<file path="src/rtl/cmd_seq_pkg.sv">
package cmd_seq_pkg;
  localparam int CFG_W = 14;
  localparam int IDX_W = 6;
  localparam int ARG_W = 32;

  // Field layout of the configuration word (MSB first).
  typedef struct packed {
    logic [IDX_W-1:0] index;    // [13:8]
    logic             rsvd;     // [7]
    logic [1:0]       data_dir; // [6:5]
    logic             idx_chk;  // [4]
    logic             crc_chk;  // [3]
    logic             busy_chk; // [2]
    logic [1:0]       resp_sel; // [1:0]
  } cmd_cfg_t;

  localparam logic [1:0] DIR_READ  = 2'd1;
  localparam logic [1:0] DIR_WRITE = 2'd2;

  typedef enum logic [2:0] {
    ST_IDLE, ST_SEND, ST_WAIT_RESP, ST_CHECK, ST_WAIT_BUSY, ST_START_DATA, ST_DONE
  } seq_state_e;
endpackage

</file>
<file path="src/rtl/cmd_seq_watchdog.sv">
module cmd_seq_watchdog #(
  parameter int CNT_W = 16
) (
  input  logic             clk,
  input  logic             rst,
  input  logic             clear,
  input  logic             run,
  input  logic             tick,
  input  logic [CNT_W-1:0] limit,
  output logic             expired
);
  logic [CNT_W-1:0] cnt_q;

  always_ff @(posedge clk) begin
    if (rst || clear) cnt_q <= '0;
    else if (run && tick) cnt_q <= cnt_q + 1'b1;
  end

  assign expired = (limit != '0) && (cnt_q >= limit);
endmodule

</file>
<file path="src/rtl/cmd_seq_resp_check.sv">
module cmd_seq_resp_check #(
  parameter int IDX_W = 6
) (
  input  logic             crc_en,
  input  logic             idx_en,
  input  logic             crc_ok,
  input  logic [IDX_W-1:0] exp_idx,
  input  logic [IDX_W-1:0] got_idx,
  output logic             crc_fail,
  output logic             idx_fail
);
  always_comb begin
    crc_fail = crc_en && !crc_ok;
    idx_fail = idx_en && (got_idx != exp_idx);
  end
endmodule

</file>
<file path="src/rtl/cmd_seq_resp_regs.sv">
module cmd_seq_resp_regs #(
  parameter int RESP_W  = 120,
  parameter int WORD_W  = 32,
  localparam int N_WORDS = (RESP_W + WORD_W - 1) / WORD_W
) (
  input  logic                      clk,
  input  logic                      rst,
  input  logic                      capture,
  input  logic                      long_resp,
  input  logic [RESP_W-1:0]         bits,
  output logic [N_WORDS*WORD_W-1:0] words
);
  for (genvar w = 0; w < N_WORDS; w++) begin : g_word
    localparam int LO   = w * WORD_W;
    localparam int HI   = (LO + WORD_W > RESP_W) ? RESP_W - 1 : LO + WORD_W - 1;
    localparam int SPAN = HI - LO + 1;
    logic [WORD_W-1:0] src;
    logic [WORD_W-1:0] word_q;

    // Short responses fill only the lowest word; the rest is cleared.
    always_comb begin
      src = '0;
      if (w == 0 || long_resp) src[SPAN-1:0] = bits[HI:LO];
    end

    always_ff @(posedge clk) begin
      if (rst) word_q <= '0;
      else if (capture) word_q <= src;
    end

    assign words[LO +: WORD_W] = word_q;
  end
endmodule

</file>
<file path="src/rtl/cmd_txn_seq.sv">
module cmd_txn_seq
  import cmd_seq_pkg::*;
#(
  parameter int TMO_W  = 16,
  parameter int RESP_W = 120,
  parameter int WORD_W = 32,
  localparam int N_WORDS = (RESP_W + WORD_W - 1) / WORD_W
) (
  input  logic                      clk,
  input  logic                      rst,
  input  logic                      sw_rst,
  input  logic                      start,
  input  logic [CFG_W-1:0]          cfg,
  input  logic [ARG_W-1:0]          arg,
  input  logic [TMO_W-1:0]          tmo_limit,
  input  logic                      card_tick,
  output logic                      ser_req,
  output logic [IDX_W-1:0]          ser_index,
  output logic [ARG_W-1:0]          ser_arg,
  output logic                      ser_expect_resp,
  output logic                      ser_long_resp,
  input  logic                      ser_sent,
  input  logic                      rx_done,
  input  logic [RESP_W-1:0]         rx_bits,
  input  logic [IDX_W-1:0]          rx_index,
  input  logic                      rx_crc_ok,
  input  logic                      card_busy,
  output logic                      data_rd_start,
  output logic                      data_wr_start,
  output logic                      active,
  output logic                      evt_done,
  output logic                      evt_err,
  output logic                      evt_tmo,
  output logic                      evt_crc,
  output logic                      evt_idx,
  output logic [N_WORDS*WORD_W-1:0] resp_words
);
  seq_state_e        state_q, state_d;
  cmd_cfg_t          cfg_q;
  logic [ARG_W-1:0]  arg_q;
  logic [RESP_W-1:0] rx_bits_q;
  logic [IDX_W-1:0]  rx_idx_q;
  logic              rx_crc_q;
  logic              expired, crc_fail, idx_fail;
  logic              ev_tmo, ev_crc, ev_idx, commit;
  logic              wd_run, wd_clear;
  seq_state_e        after_cmd;

  assign wd_run   = (state_q == ST_SEND) || (state_q == ST_WAIT_RESP) ||
                    (state_q == ST_WAIT_BUSY);
  assign wd_clear = sw_rst || (state_q == ST_IDLE);

  cmd_seq_watchdog #(.CNT_W(TMO_W)) i_wdog (
    .clk(clk), .rst(rst), .clear(wd_clear), .run(wd_run), .tick(card_tick),
    .limit(tmo_limit), .expired(expired)
  );

  cmd_seq_resp_check #(.IDX_W(IDX_W)) i_check (
    .crc_en(cfg_q.crc_chk), .idx_en(cfg_q.idx_chk), .crc_ok(rx_crc_q),
    .exp_idx(cfg_q.index), .got_idx(rx_idx_q),
    .crc_fail(crc_fail), .idx_fail(idx_fail)
  );

  cmd_seq_resp_regs #(.RESP_W(RESP_W), .WORD_W(WORD_W)) i_resp (
    .clk(clk), .rst(rst), .capture(commit), .long_resp(cfg_q.resp_sel[1]),
    .bits(rx_bits_q), .words(resp_words)
  );

  assign after_cmd = cfg_q.busy_chk ? ST_WAIT_BUSY : ST_DONE;

  always_comb begin
    state_d = state_q;
    ev_tmo  = 1'b0;
    ev_crc  = 1'b0;
    ev_idx  = 1'b0;
    commit  = 1'b0;
    unique case (state_q)
      ST_IDLE: if (start) state_d = ST_SEND;
      ST_SEND: begin
        if (expired) begin
          ev_tmo = 1'b1; state_d = ST_IDLE;
        end else if (ser_sent) begin
          state_d = (cfg_q.resp_sel == 2'd0) ? after_cmd : ST_WAIT_RESP;
        end
      end
      ST_WAIT_RESP: begin
        if (expired) begin
          ev_tmo = 1'b1; state_d = ST_IDLE;
        end else if (rx_done) begin
          state_d = ST_CHECK;
        end
      end
      ST_CHECK: begin
        if (crc_fail || idx_fail) begin
          ev_crc = crc_fail; ev_idx = idx_fail; state_d = ST_IDLE;
        end else begin
          commit = 1'b1; state_d = after_cmd;
        end
      end
      ST_WAIT_BUSY: begin
        if (expired) begin
          ev_tmo = 1'b1; state_d = ST_IDLE;
        end else if (!card_busy) begin
          state_d = ST_DONE;
        end
      end
      ST_DONE: state_d = (cfg_q.data_dir == DIR_READ || cfg_q.data_dir == DIR_WRITE)
                         ? ST_START_DATA : ST_IDLE;
      ST_START_DATA: state_d = ST_IDLE;
      default: state_d = ST_IDLE;
    endcase
  end

  always_ff @(posedge clk) begin
    if (rst || sw_rst) begin
      state_q       <= ST_IDLE;
      ser_req       <= 1'b0;
      active        <= 1'b0;
      evt_done      <= 1'b0;
      evt_err       <= 1'b0;
      evt_tmo       <= 1'b0;
      evt_crc       <= 1'b0;
      evt_idx       <= 1'b0;
      data_rd_start <= 1'b0;
      data_wr_start <= 1'b0;
    end else begin
      state_q       <= state_d;
      ser_req       <= (state_d == ST_SEND);
      active        <= (state_d != ST_IDLE);
      evt_done      <= (state_d == ST_DONE);
      evt_err       <= ev_tmo || ev_crc || ev_idx;
      evt_tmo       <= ev_tmo;
      evt_crc       <= ev_crc;
      evt_idx       <= ev_idx;
      data_rd_start <= (state_d == ST_START_DATA) && (cfg_q.data_dir == DIR_READ);
      data_wr_start <= (state_d == ST_START_DATA) && (cfg_q.data_dir == DIR_WRITE);
    end
  end

  // Latched command setup and received response; no reset needed for data.
  always_ff @(posedge clk) begin
    if (rst) begin
      cfg_q <= '0;
      arg_q <= '0;
    end else if (state_q == ST_IDLE && start && !sw_rst) begin
      cfg_q <= cmd_cfg_t'(cfg);
      arg_q <= arg;
    end
  end

  always_ff @(posedge clk) begin
    if (state_q == ST_WAIT_RESP && state_d == ST_CHECK) begin
      rx_bits_q <= rx_bits;
      rx_idx_q  <= rx_index;
      rx_crc_q  <= rx_crc_ok;
    end
  end

  assign ser_index       = cfg_q.index;
  assign ser_arg         = arg_q;
  assign ser_expect_resp = (cfg_q.resp_sel != 2'd0);
  assign ser_long_resp   = cfg_q.resp_sel[1];
endmodule

</file>
<file path="config.mk">
export PLATFORM = sky130hd
export DESIGN_NAME = cmd_txn_seq
export DESIGN_NICKNAME = d
export VERILOG_FILES = /design/src/rtl/cmd_seq_pkg.sv /design/src/rtl/cmd_seq_watchdog.sv /design/src/rtl/cmd_seq_resp_check.sv /design/src/rtl/cmd_seq_resp_regs.sv /design/src/rtl/cmd_txn_seq.sv
export SDC_FILE = /design/constraint.sdc
export NUM_CORES = 1
export LEC_CHECK = 0
export BUFFER_PORTS_ARGS = -buffer_cell sky130_fd_sc_hd__buf_2
export CAP_MARGIN = 20
export CORE_MARGIN = 3
export CORE_UTILIZATION = 40
export CTS_CLUSTER_DIAMETER = 100
export DETAILED_ROUTE_END_ITERATION = 8
export SLEW_MARGIN = 15
export SYNTH_ARGS = -nofsm -noshare
export SYNTH_HDL_FRONTEND = slang
export SYNTH_HIERARCHICAL = 1
export SYNTH_SLANG_ARGS = --single-unit
</file>
<file path="constraint.sdc">
create_clock -name clk -period 16.2 [get_ports clk]
set_clock_uncertainty 0.15 [all_clocks]
set_input_delay 1.62 -clock clk [delete_from_list [all_inputs] [get_ports clk]]
set_output_delay 1.62 -clock clk [all_outputs]
set_load 0.005 [all_outputs]
</file>
* Yosys cells after proc, flatten, opt, wreduce, memory -nomap -nowiden *
Cells that the tools add are included.

cells by class
  magnitude comparators = 1
  add/sub/neg operators = 1
  muxes and demuxes = 23
  eq/ne operators = 12
  reductions and logical operators = 26

operators by type and width
  cell                   number
  $mux 32                2
  $mux 3                 10
  $mux 24                1
  $pmux 3 s6             1
  $add 16x1->16 const B  1
  $ge 16x16->1           1
  $reduce_bool 16->1     1
  $eq 3x3->1 const B     4
  $eq 3x2->1 const B     3
  $logic_and 1x1->1      9
  $logic_or 1x1->1       9
  $mux 1                 8
  $eq 3x1->1 const B     2
  $ne 6x6->1             1
  $logic_not 3->1        1
  $reduce_bool 3->1      1
  $reduce_or 3->1        1
  $eq 2x1->1 const B     1
  $eq 2x2->1 const B     1
  $logic_not 1->1        2
  $logic_not 2->1        1
  $mux 2                 1
  $reduce_bool 2->1      1

storage, ports and cells
  bits of input ports = 197
  flip-flop bits (word level) = 320
  output and inout port bits = 177

* Logic depth before layout (Yosys ltp) *
Gate-level depths: netlist of run 1.

  depth after elaboration = 7
  mapped depth = 10
  gate-level depth less buffers = 10

* Modules after synthesis *
The synthesis of run 1 kept the hierarchy.

modules (own cells, without submodules)
  module              cells each  area an instance (µm²)  instances
  cmd_txn_seq         400         6023.3                  1
  cmd_seq_resp_regs   503         5148.7                  1
  cmd_seq_watchdog    143         1212.4                  1
  cmd_seq_resp_check  9           73.8                    1

* Worst setup path after synthesis of run 1 *
No wires, ideal clock.

  path type = in2reg
  from = input port tmo_limit[5]
  to = register rx_bits_q[0], enable pin
  arrival = 11.354 ns
  stages on the path = 7
  path slack = 3.927 ns
  library setup time = 0.770 ns
  cells stage by stage = inv_1 ha_1 a21o_1 nand3_1 a211oi_1 o41a_1 nor3_1

between the ends
  word-level cells in the longest chain between the ends = 6
  elaborated cells on any way between the ends = 9
  those cells by class = order compare: 1; eq/ne: 1; mux: 4; reduce/logical: 3

ends and longest elaborated chain
  what                                                line                                                      source
  start, declared                                     cmd_txn_seq.sv:15                                         input logic [TMO_W-1:0] tmo_limit,
  $ge 16x16->1 or $reduce_bool 16->1 (tied branches)  cmd_seq_watchdog.sv:19                                    assign expired = (limit != '0) && (cnt_q >= limit);
  $logic_and 1x1->1 (*)                               cmd_seq_watchdog.sv:19
  named net expired                                   cmd_txn_seq.sv:44                                         logic expired, crc_fail, idx_fail;
  $mux 3 (on tied branches)                           cmd_txn_seq.sv:101, cmd_txn_seq.sv:80, cmd_txn_seq.sv:87
  $pmux 3 s6 (*)                                      cmd_txn_seq.sv:77                                         unique case (state_q)
  $eq 3x2->1 (*)                                      cmd_txn_seq.sv:152                                        if (state_q == ST_WAIT_RESP && state_d == ST_CHECK) begin
  $logic_and 1x1->1 (*)                               cmd_txn_seq.sv:152
  end signal, assigned                                cmd_txn_seq.sv:153                                        rx_bits_q <= rx_bits;
  end, declared                                       cmd_txn_seq.sv:41                                         logic [RESP_W-1:0] rx_bits_q;

The timed path passes the listed nets; every way through them passes the cells marked *.
A chain may end at the register's enable or synchronous reset.

* Worst setup path after layout of run 1 *
  from = input port tmo_limit[15]
  to = register rx_bits_q[10], enable pin

Same word-level chain as after synthesis.

==> summary.md, run 1 <==
| Metric | Value |
|---|---|
| Critical Path Fanout Max | 75 |
| Top-area cell type share of the netlist area | 0.3101 |
| Slowest-stage cell, CP | buf_4 |
| Tightest Pin Transition | 1.077 ns |
| Multi-input gate area | 4104 um^2 |
| Worst Hold Class | flop to flop |
| # fillers | 2,809 |
| Final WL | 30,090 um |
| Area leader, netlist | dfxtp_1 |
| Final Critical Period | 4.809 ns |
| First-pass GRT wire length | 47,710 um |
| Die W | 182.5 um |
| Port bufs | 364 |
| Max Fclk | 207.9 MHz |
| Worst Path Buf+Inv | 4 |
| Drt first pass iters | 4 |
| Synthesis Warnings | 6 |
| Worst EP required | 16.19 ns |
| Commonest non-fill, non-tap cell in the layout | buf_2 |
| Met3 GRT Util | 0.05880 |
| CTS Root Buffer Type | clkbuf_16 |
| Design Area, Final | 15,410 um^2 |
| # resized after CTS | 0 |
| Most used cell, CP | buf_4 |
| Met2 Use GR | 0.2812 |
| CTS tree | done |
| Synth area leaders | dfxtp_1, edfxtp_1, nand3_2, a21oi_1, nand2b_1 |
| Period utilization | 0.2969 |
| Slew Limit Fails | 0 |
| Max VDD drop | 0.09337 mV |
| Top delay family on crit path | buffers and inverters |
| Layout cells sized above 1 | 0.3728 |
| Skew-Pair Late Insertion Delay | 0.51 ns |
| H-Tree Level Count | 2 |
| Leak | 6.005 nW |
| Effective utilization at floorplan | 0.4127 |
| Status | finished, final reports clean |
| Met1 usage | 0.2238 |
| Post-CTS Repair Setup Buffers | 0 |
| Max incr delay on CP | 0.81 ns |
| Initial DRC count | 419 |
| Number of synthesized flops with an enable pin | 127 |
| Largest net degree at the start of global routing | 135 |
| TritonCTS Buffers | 36 |
| Post-Place Cell Area | 14,270 um^2 |
| Fin. Hold Viols | 0 |
| Placed Cells | 1,744 |
| Vias in the first global route | 8,798 |
| Layout area overhead | 23.72% |
| Final worst slack | 11.39 ns |
| Register area | 7681 um^2 |
| GRT Overall Usage | 0.1756 |
| Post-synthesis average cell area | 11.81 um^2 |
| Core area | 30,190 um^2 |
| Syn Std Cell Area | 12,460 um^2 |
| Die footprint | 33,300 um^2 |
| GPL Wtd Cong | 0.7774 |
| Max clock buf depth | 3 |
| Slew margin rel. | 0.2818 |
| Setup tns final | 0 ns |
| Nets | 1,608 |
| Worst Setup End Kind | flop |
| Antenna-violating nets left | 0 |
| Initial antenna violation count | 10 |
| Drt drc | 0 |
| Layout Cells excl Fill | 1,814 |
| Kind of critical path | input pin to flop |
| Pwr/cell area | 110.0 nW/um^2 |
| Global route overflow | 0 |
| Synth Flop Type | dfxtp_1 |
| Netlist cell types | 61 |
| Critical path cell sequence | buf_2 -> inv_1 -> ha_1 -> nand4_1 -> or3_1 -> a221oi_1 -> o41a_1 -> nor3_2 -> buf_4 -> buf_4 |
| Chip height | 182.5 um |
| FFs w/ async S/R, synth | 0 |
| Routed len/inst | 16.59 um |
| CP arrival | 4.79 ns |
| Setup crit start kind | input pin |
| Clk slew on worst S/H paths | 0.06 ns |
| Vias per cell | 4.848 |
| Cell count after synthesis | 1,055 |
| Dpl hpwl | 19,850 um |
| # rows | 63 |
| Post-CTS Hold Fix Bufs | 0 |
| Register area share after synthesis | 0.6162 |
| Busiest grt layer | met2 |
| Vias | 8,795 |
| Max cap viols | 0 |
| Most frequent cells in the layout | buf_2, dfxtp_1, edfxtp_1 |
| RSZ-0062 raised after global routing | no |
| Final Setup Violations | 0 |
| Top Ports | 374 |
| Post-synthesis register bit count | 320 |
| Placement Setup Slack | 10.79 ns |
| Clock Sinks | 320 |
==> path summary, 6_finish.rpt <==
kind                         from             to  slack, ns  cells past startpoint
setup reg to reg  i_wdog/cnt_q[5]  rx_bits_q[10]      12.23                      8
setup / recovery    tmo_limit[15]  rx_bits_q[10]      11.39                     10
hold reg to reg          cfg_q[0]       cfg_q[0]       0.30                      2
hold / removal           cfg_q[0]       cfg_q[0]       0.30                      2
==> logic make-up (layout without fill, tap and decap cells) <==
family                   Yosys count  after routing  share of synthesized area
multiplexers                      33             33                    0.02651
buffers and inverters            107            464                    0.05684
AO/OA/AOI/OAI                    168            168                    0.07854
other                              1             13                  0.0003010
AND/OR/NAND/NOR                  389            389                     0.1898
XOR/XNOR                          18             18                    0.01265
adder cells (fa/ha/maj)           19             19                    0.01908
flip-flops                       320            320                     0.6163
==> flip-flops by register name, indices dropped and copies added, names as in the netlist, 3 cells and up <==
signal                flops
i_wdog/cnt_q             16
cfg_q                     6
rx_idx_q                  6
i_resp/g_word.word_q    120
state_q                   3
ser_arg                  32
ser_index                 6
rx_bits_q               120
==> metal layers <==
layer | vias to the layer above | routed length, um
met2 | 275 | 14130
met1 | 4123 | 12740
met5 | - | 69
met3 | 70 | 2344
li1 | 4317 | -
met4 | 10 | 803
==> worst reg2reg max path: stages, from the launching register on <==
cell	delay (ns)
dfxtp_1	0.45
ha_1	0.30
a21o_1	0.18
nand3_1	0.08
a211oi_1	0.07
o41a_1	0.56
nor3_2	0.22
buf_4	0.81
buf_4	0.75
==> cell usage after synthesis (9+ instances only) <==
master,count
xnor2_1,14
buf_2,17
nor3_1,9
nand2_1,97
nand3_2,69
clkbuf_1,26
edfxtp_1,127
a21oi_1,123
dfxtp_1,193
buf_12,9
mux2i_1,33
nor2_1,53
ha_1,19
buf_4,17
a21oi_2,20
nand2b_1,88
nand3_1,27
inv_1,28
==> stage by stage <==
stage	hold WS [ns]	total power [W]	util
2_1_floorplan	0.2814	0.0009018	-
3_3_place_gp	0.2885	0.0009347	0.4725
3_5_place_dp	0.2940	0.0009361	0.4725
4_1_cts	0.3016	0.001722	0.5101
5_1_grt	0.3200	0.001763	0.5105
6_report	0.2985	0.001696	0.5105
==> where the power goes <==
group | internal [W] | leakage, nW | switching (W)
Combinational | 0.0000292 | 2.75 | 0.0000371
Sequential | 0.000845 | 2.70 | 0.00000632
Clock | 0.000463 | 0.554 | 0.000315
==> cell type report <==
class,instances,area share
clock buffer,51,0.06470
multi-input combinational,635,0.2663
antenna,5,0.0008118
inverter,28,0.007306
sequential,320,0.4983
clock inverter,14,0.008929
timing repair buffer,371,0.1220
tap,390,0.03166
Power figures use the tool's default switching activity.
==> run 2, diff against run 1 <==
PLACE_DENSITY = 0.67   (was not set)
clock period = 3.98 ns   (was 16.2 ns; I/O delays follow)
==> summary.md, run 2 (synthesis gave the netlist of run 1 again) <==
| Metric | Value |
|---|---|
| Worst EP required | 4.24 ns (-11.95 ns) |
| Status | finished, final reports clean |
| Max Fclk | 351.0 MHz |
| Commonest non-fill, non-tap cell in the layout | buf_2 |
| Effective utilization at floorplan | 0.4127 (unchanged) |
| Met2 Use GR | 0.3316 (+0.05042) |
| Most frequent cells in the layout | buf_2, dfxtp_1, dlygate4sd3_1 |
| Largest net degree at the start of global routing | 98 (-27%) |
| Worst Setup End Kind | flop |
| Chip height | 182.5 um (unchanged) |
| Drt drc | 0 (unchanged) |
| Layout area overhead | 39.15% |
| # fillers | 2,504 (-11%) |
| Routed len/inst | 16.76 um (+1.0%) |
| Final Critical Period | 2.849 ns |
| Port bufs | 364 (unchanged) |
| Initial antenna violation count | 1 (-9) |
| Setup crit start kind | flop |
| Max cap viols | 0 (unchanged) |
| Antenna-violating nets left | 0 (unchanged) |
| Period utilization | 0.7159 |
| Die footprint | 33,300 um^2 (unchanged) |
| Post-CTS Repair Setup Buffers | 0 (unchanged) |
| TritonCTS Buffers | 35 (-2.8%) |
| Fin. Hold Viols | 0 (unchanged) |
| Clk slew on worst S/H paths | 0.06 ns (about the same) |
| Skew-Pair Late Insertion Delay | 0.51 ns (about the same) |
| CTS tree | done |
| Kind of critical path | flop to flop |
| Post-Place Cell Area | 14,460 um^2 (+1.3%) |
| Slowest-stage cell, CP | buf_4 |
| CTS Root Buffer Type | clkbuf_16 |
| Vias per cell | 4.846 (about the same) |
| # rows | 63 (unchanged) |
| Slew margin rel. | 0.4443 (+0.1624) |
| Nets | 1,782 (+11%) |
| First-pass GRT wire length | 52,540 um (+10%) |
| Worst Path Buf+Inv | 2 (-2) |
| H-Tree Level Count | 2 (unchanged) |
| GRT Overall Usage | 0.1923 (+0.01670) |
| Max VDD drop | 0.3279 mV (+250%) |
| Core area | 30,190 um^2 (unchanged) |
| Initial DRC count | 489 (+17%) |
| Worst Hold Class | input pin to flop |
| Layout cells sized above 1 | 0.3446 (-0.02816) |
| Max incr delay on CP | 0.46 ns (-0.35 ns) |
| CP arrival | 3.11 ns (-1.68 ns) |
| Setup tns final | 0 ns (unchanged) |
| Vias | 9,614 (+9.3%) |
| Pwr/cell area | 408.5 nW/um^2 (+270%) |
| Dpl hpwl | 20,170 um (+1.6%) |
| Global route overflow | 0 (unchanged) |
| Vias in the first global route | 10,010 (+14%) |
| Design Area, Final | 17,340 um^2 (+12%) |
| Hold_ws | 0.08526 ns (-0.2132 ns) |
| Top delay family on crit path | buffers and inverters |
| Final Setup Violations | 0 (unchanged) |
| Final worst slack | 1.131 ns (-10.26 ns) |
| Critical path cell sequence | xnor2_1 -> nand4_1 -> o31a_1 -> or3_4 -> inv_6 -> buf_4 -> nand3_1 -> a21oi_1 |
| Die W | 182.5 um (unchanged) |
| Top Ports | 374 (unchanged) |
| Busiest grt layer | met2 |
| Final WL | 33,240 um (+10%) |
| Placement Setup Slack | 0.9811 ns (-9.813 ns) |
| Tightest Pin Transition | 0.8336 ns (-0.2437 ns) |
| GPL Wtd Cong | 0.7964 (+2.4%) |
| Leak | 6.745 nW (+12%) |
| Drt first pass iters | 5 (+1) |
| Slew Limit Fails | 0 (unchanged) |
| Clock Sinks | 320 (unchanged) |
| Critical Path Fanout Max | 41 (-45%) |
| Fin util | 0.5742 (+0.06366) |
| Met1 usage | 0.2292 (+0.005382) |
| RSZ-0062 raised after global routing | no |
| Met3 GRT Util | 0.04883 (-0.009966) |
| Max clock buf depth | 3 (unchanged) |
run 2: worst register-to-register path: stages (launching register included):
cell and delay (ns):
edfxtp_1 0.38, xnor2_1 0.16, nand4_1 0.13, o31a_1 0.32, or3_4 0.45, inv_6 0.30
buf_4 0.47, nand3_1 0.18, a21oi_1 0.21
run 2: cell type report:
class	instances	area (um^2)	share of cell area
clock inverter	9	90.09	0.005197
antenna	1	2.502	0.0001444
multi-input combinational	635	4208	0.2427
inverter	28	125.1	0.007218
timing repair buffer	546	3675	0.2120
sequential	320	7684	0.4432
clock buffer	55	1064	0.06135
tap	390	488.0	0.02815
run 2: where the power goes:
group | switching [W] | total [W] | internal, W
Sequential | 0.0000299 | 0.00347 | 0.00344
Combinational | 0.000189 | 0.000423 | 0.000234
Clock | 0.00128 | 0.00319 | 0.00191
Total | 0.00150 | 0.00708 | 0.00559
run 2: routing by layer:
metal,share of wire,routed length [um],up-vias
met2,0.50,16560,329
li1,-,-,4655
met1,0.40,13220,4543
met3,0.066,2182,87
met4,0.038,1279,0
met5,0,0,-
run 2: repair_timing:
item / 4_1_cts / 5_1_grt
resized for setup: 0 / 0
hold buffers: 172 / 0
endpoints found under the hold margin: 172 / 0
run 2: final timing paths:
check / cells past startpoint / startpoint / endpoint / slack, ns
worst min-delay path: 3 / card_tick / i_wdog/cnt_q[1] / 0.09
worst max register to register: 8 / rx_idx_q[3] / i_resp/g_word[1].word_q[14] / 1.13
worst min register to register: 2 / cfg_q[3] / cfg_q[3] / 0.30
worst max-delay path: 8 / rx_idx_q[3] / i_resp/g_word[1].word_q[14] / 1.13
run 2: through the flow:
step | total power, W | cells
floorplan | 0.003673 | 1062
global placement | 0.003811 | 1747
detailed placement | 0.003818 | 1747
CTS | 0.007159 | 1983
global route | 0.007335 | 1984
finish | 0.007081 | 1984
==> run 3, diff against run 2 <==
clock period = 2.5 ns   (was 3.98 ns; I/O delays follow)
==> summary.md, run 3 (synthesis gave the netlist of run 1 again) <==
| Metric | Value |
|---|---|
| Vias | 10,340 (+7.5%) |
| Power, Total | 0.01171 W (+65%) |
| Top Ports | 374 (unchanged) |
| CTS Root Buffer Type | clkbuf_16 |
| Comb power frac | 0.065 (+0.005) |
| Violated checks | setup timing |
| Max Fclk | 384.8 MHz (+9.6%) |
| Final Setup Violations | 117 (+117) |
| Most frequent cells in the layout | buf_2, dfxtp_1, dlygate4sd3_1 |
| Fin util | 0.6517 (+0.07754) |
| Layout cells sized above 1 | 0.4555 (+0.1109) |
| RSZ-0062 raised after global routing | yes |
| Worst Setup End Kind | flop |
| Placed Cells | 1,797 (+2.9%) |
| Slowest-stage cell, CP | or3_1 |
| Commonest non-fill, non-tap cell in the layout | buf_2 |
| CP arrival | 2.72 ns (-0.39 ns) |
| Clk slew on worst S/H paths | 0.05 ns (about the same) |
| Worst EP required | 2.62 ns (-1.62 ns) |
| Hold_ws | 0.07365 ns (-0.01161 ns) |
| Leak | 7.590 nW (+13%) |
| Antenna-violating nets left | 0 (unchanged) |
| Max incr delay on CP | 0.38 ns (-0.08 ns) |
| R2R setup slack | -0.1 ns (-1.23 ns) |
| First-pass GRT wire length | 54,410 um (+3.6%) |
| Die W | 182.5 um (unchanged) |
| Fin. Hold Viols | 0 (unchanged) |
| Slew margin rel. | 0.4863 (+0.04197) |
| CTS tree | done |
| Dpl hpwl | 21,410 um (+6.1%) |
| Layout area overhead | 57.94% |
| Most used cell, CP | buf_6 |
| Min-Delay Path Depth | 4 (+1) |
| Critical path cell sequence | ha_4 -> nand4_1 -> or3_1 -> a221oi_2 -> o41a_1 -> buf_6 -> nor3_4 -> buf_6 -> buf_4 -> buf_16 -> buf_8 |
| Clock Sinks | 320 (unchanged) |
| Global route overflow | 0 (unchanged) |
| Port bufs | 364 (unchanged) |
| Max cap viols | 0 (unchanged) |
| Final Critical Period | 2.599 ns (-0.2503 ns) |
| Vias in the first global route | 10,410 (+4.0%) |
| Tightest Pin Transition | 0.7706 ns (-0.06295 ns) |
| Initial DRC count | 495 (+1.2%) |
| Clk network pwr share | 0.465 (+0.014) |
| Worst Hold Class | input pin to flop |
| # rows | 63 (unchanged) |
| Core area | 30,190 um^2 (unchanged) |
| Drt drc | 0 (unchanged) |
| Setup tns final | -6.729 ns (-6.729 ns) |
| Final WL | 38,840 um (+17%) |
| GRT Overall Usage | 0.2017 (+0.009462) |
| Largest net degree at the start of global routing | 67 (-32%) |
| Status | finished, violations left |
| Vias per cell | 4.948 (+2.1%) |
| Sequential group share of total power | 0.470 (-0.020) |
| P_sw | 0.002542 W (+70%) |
| GPL Wtd Cong | 0.8249 (+3.6%) |
| Effective utilization at floorplan | 0.4127 (unchanged) |
| Switching part of the total | 0.2171 (+0.005956) |
| Final worst slack | -0.09897 ns (-1.230 ns) |
| Drt first pass iters | 5 (unchanged) |
| Period utilization | 1.040 (+0.3237) |
| Max VDD drop | 0.5687 mV (+73%) |
| Initial antenna violation count | 1 (unchanged) |
| Cell Int Power | 0.009165 W (+64%) |
| Chip height | 182.5 um (unchanged) |
| Setup crit start kind | flop |
| Skew-Pair Late Insertion Delay | 0.53 ns (+0.02 ns) |
| Pwr/cell area | 595.0 nW/um^2 (+46%) |
| Slew Limit Fails | 0 (unchanged) |
| R2R depth | 11 (+3) |
| Routed len/inst | 18.59 um (+11%) |
| Die footprint | 33,300 um^2 (unchanged) |
| TritonCTS Buffers | 37 (+5.7%) |
| Nets | 1,884 (+5.7%) |
| Layout Cells excl Fill | 2,089 (+5.3%) |
| Kind of critical path | flop to flop |
| H-Tree Level Count | 2 (unchanged) |
| Max clock buf depth | 3 (unchanged) |
| Critical Path Fanout Max | 6 (-85%) |
-- run 3: changes by cell type in the layout (fill, tap and decap cells not counted), moves of 10 or more --
cell       previous run  this run
buf_4                 6        42
a21oi_2              21        68
clkbuf_16            37        53
nand3_1              27        17
buf_12                4        17
nand2b_4              0        45
a21oi_1             122        75
nand3_4               0        12
nand2b_1             88        43
buf_8                 0        15
-- run 3: layout make-up --
class | count | area [um^2]
Fill cell | 2144 | 10510
Timing Repair inverter | 1 | 11.26
Antenna cell | 2 | 5.005
Inverter | 28 | 117.6
Multi-Input combinational cell | 635 | 4967
Timing Repair Buffer | 645 | 5154
Clock buffer | 53 | 1056
Sequential cell | 320 | 7694
Tap cell | 390 | 488.0
Clock inverter | 15 | 183.9
-- run 3: power by group through the flow --
stage	clock, W	combinational, W	sequential, W
final	0.00544	0.000756	0.00551
after global routing	0.00577	0.000816	0.00551
after detailed placement	0	0.000476	0.00562
after CTS	0.00552	0.000714	0.00551
after floorplan	0	0.000226	0.00562
after global placement	0	0.000470	0.00562
-- run 3: final timing paths --
path,start,to
worst min register to register,cfg_q[0],cfg_q[0]
worst min-delay path,ser_sent,state_q[1]
worst max-delay path,i_wdog/cnt_q[11],rx_bits_q[64]
worst max register to register,i_wdog/cnt_q[11],rx_bits_q[64]
-- run 3: stage by stage --
step / setup slack [ns] / instance area (um^2)
detailed placement: -0.3621 / 14870
finish: -0.09897 / 19680
global placement: -0.2417 / 14870
floorplan: -2.586 / 12510
CTS: -0.1030 / 18240
global route: -0.1855 / 19670
-- run 3: routing by layer --
layer / wire length (um) / vias up / global-route usage / share of wire
met5: 0 / - / 0 / 0
li1: - / 4879 / - / -
met4: 1613 / 0 / 0.08714 / 0.042
met1: 14750 / 4958 / 0.2358 / 0.38
met2: 20250 / 382 / 0.3531 / 0.52
met3: 2227 / 117 / 0.04804 / 0.057
-- run 3: what timing repair did --
| item | 4_1_cts | 5_1_grt |
|---|---|---|
| resized for setup | 26 | 172 |
| cloned | 4 | 20 |
| buffers inserted | 8 | 16 |
| pin swaps | 6 | 57 |
| setup endpoints to repair | 137 | 234 |
| hold buffers | 176 | 0 |
| endpoints found under the hold margin | 187 | 0 |
-- run 3: worst max-delay path, delay by kind of cell (launching register included) --
family / cells / cell delay (ns)
buffers and inverters: 5 / 0.68
AOI/OAI and AO/OA: 2 / 0.39
adders and majority gates: 1 / 0.26
DFF: 1 / 0.33
and+or+nand+nor: 3 / 0.54
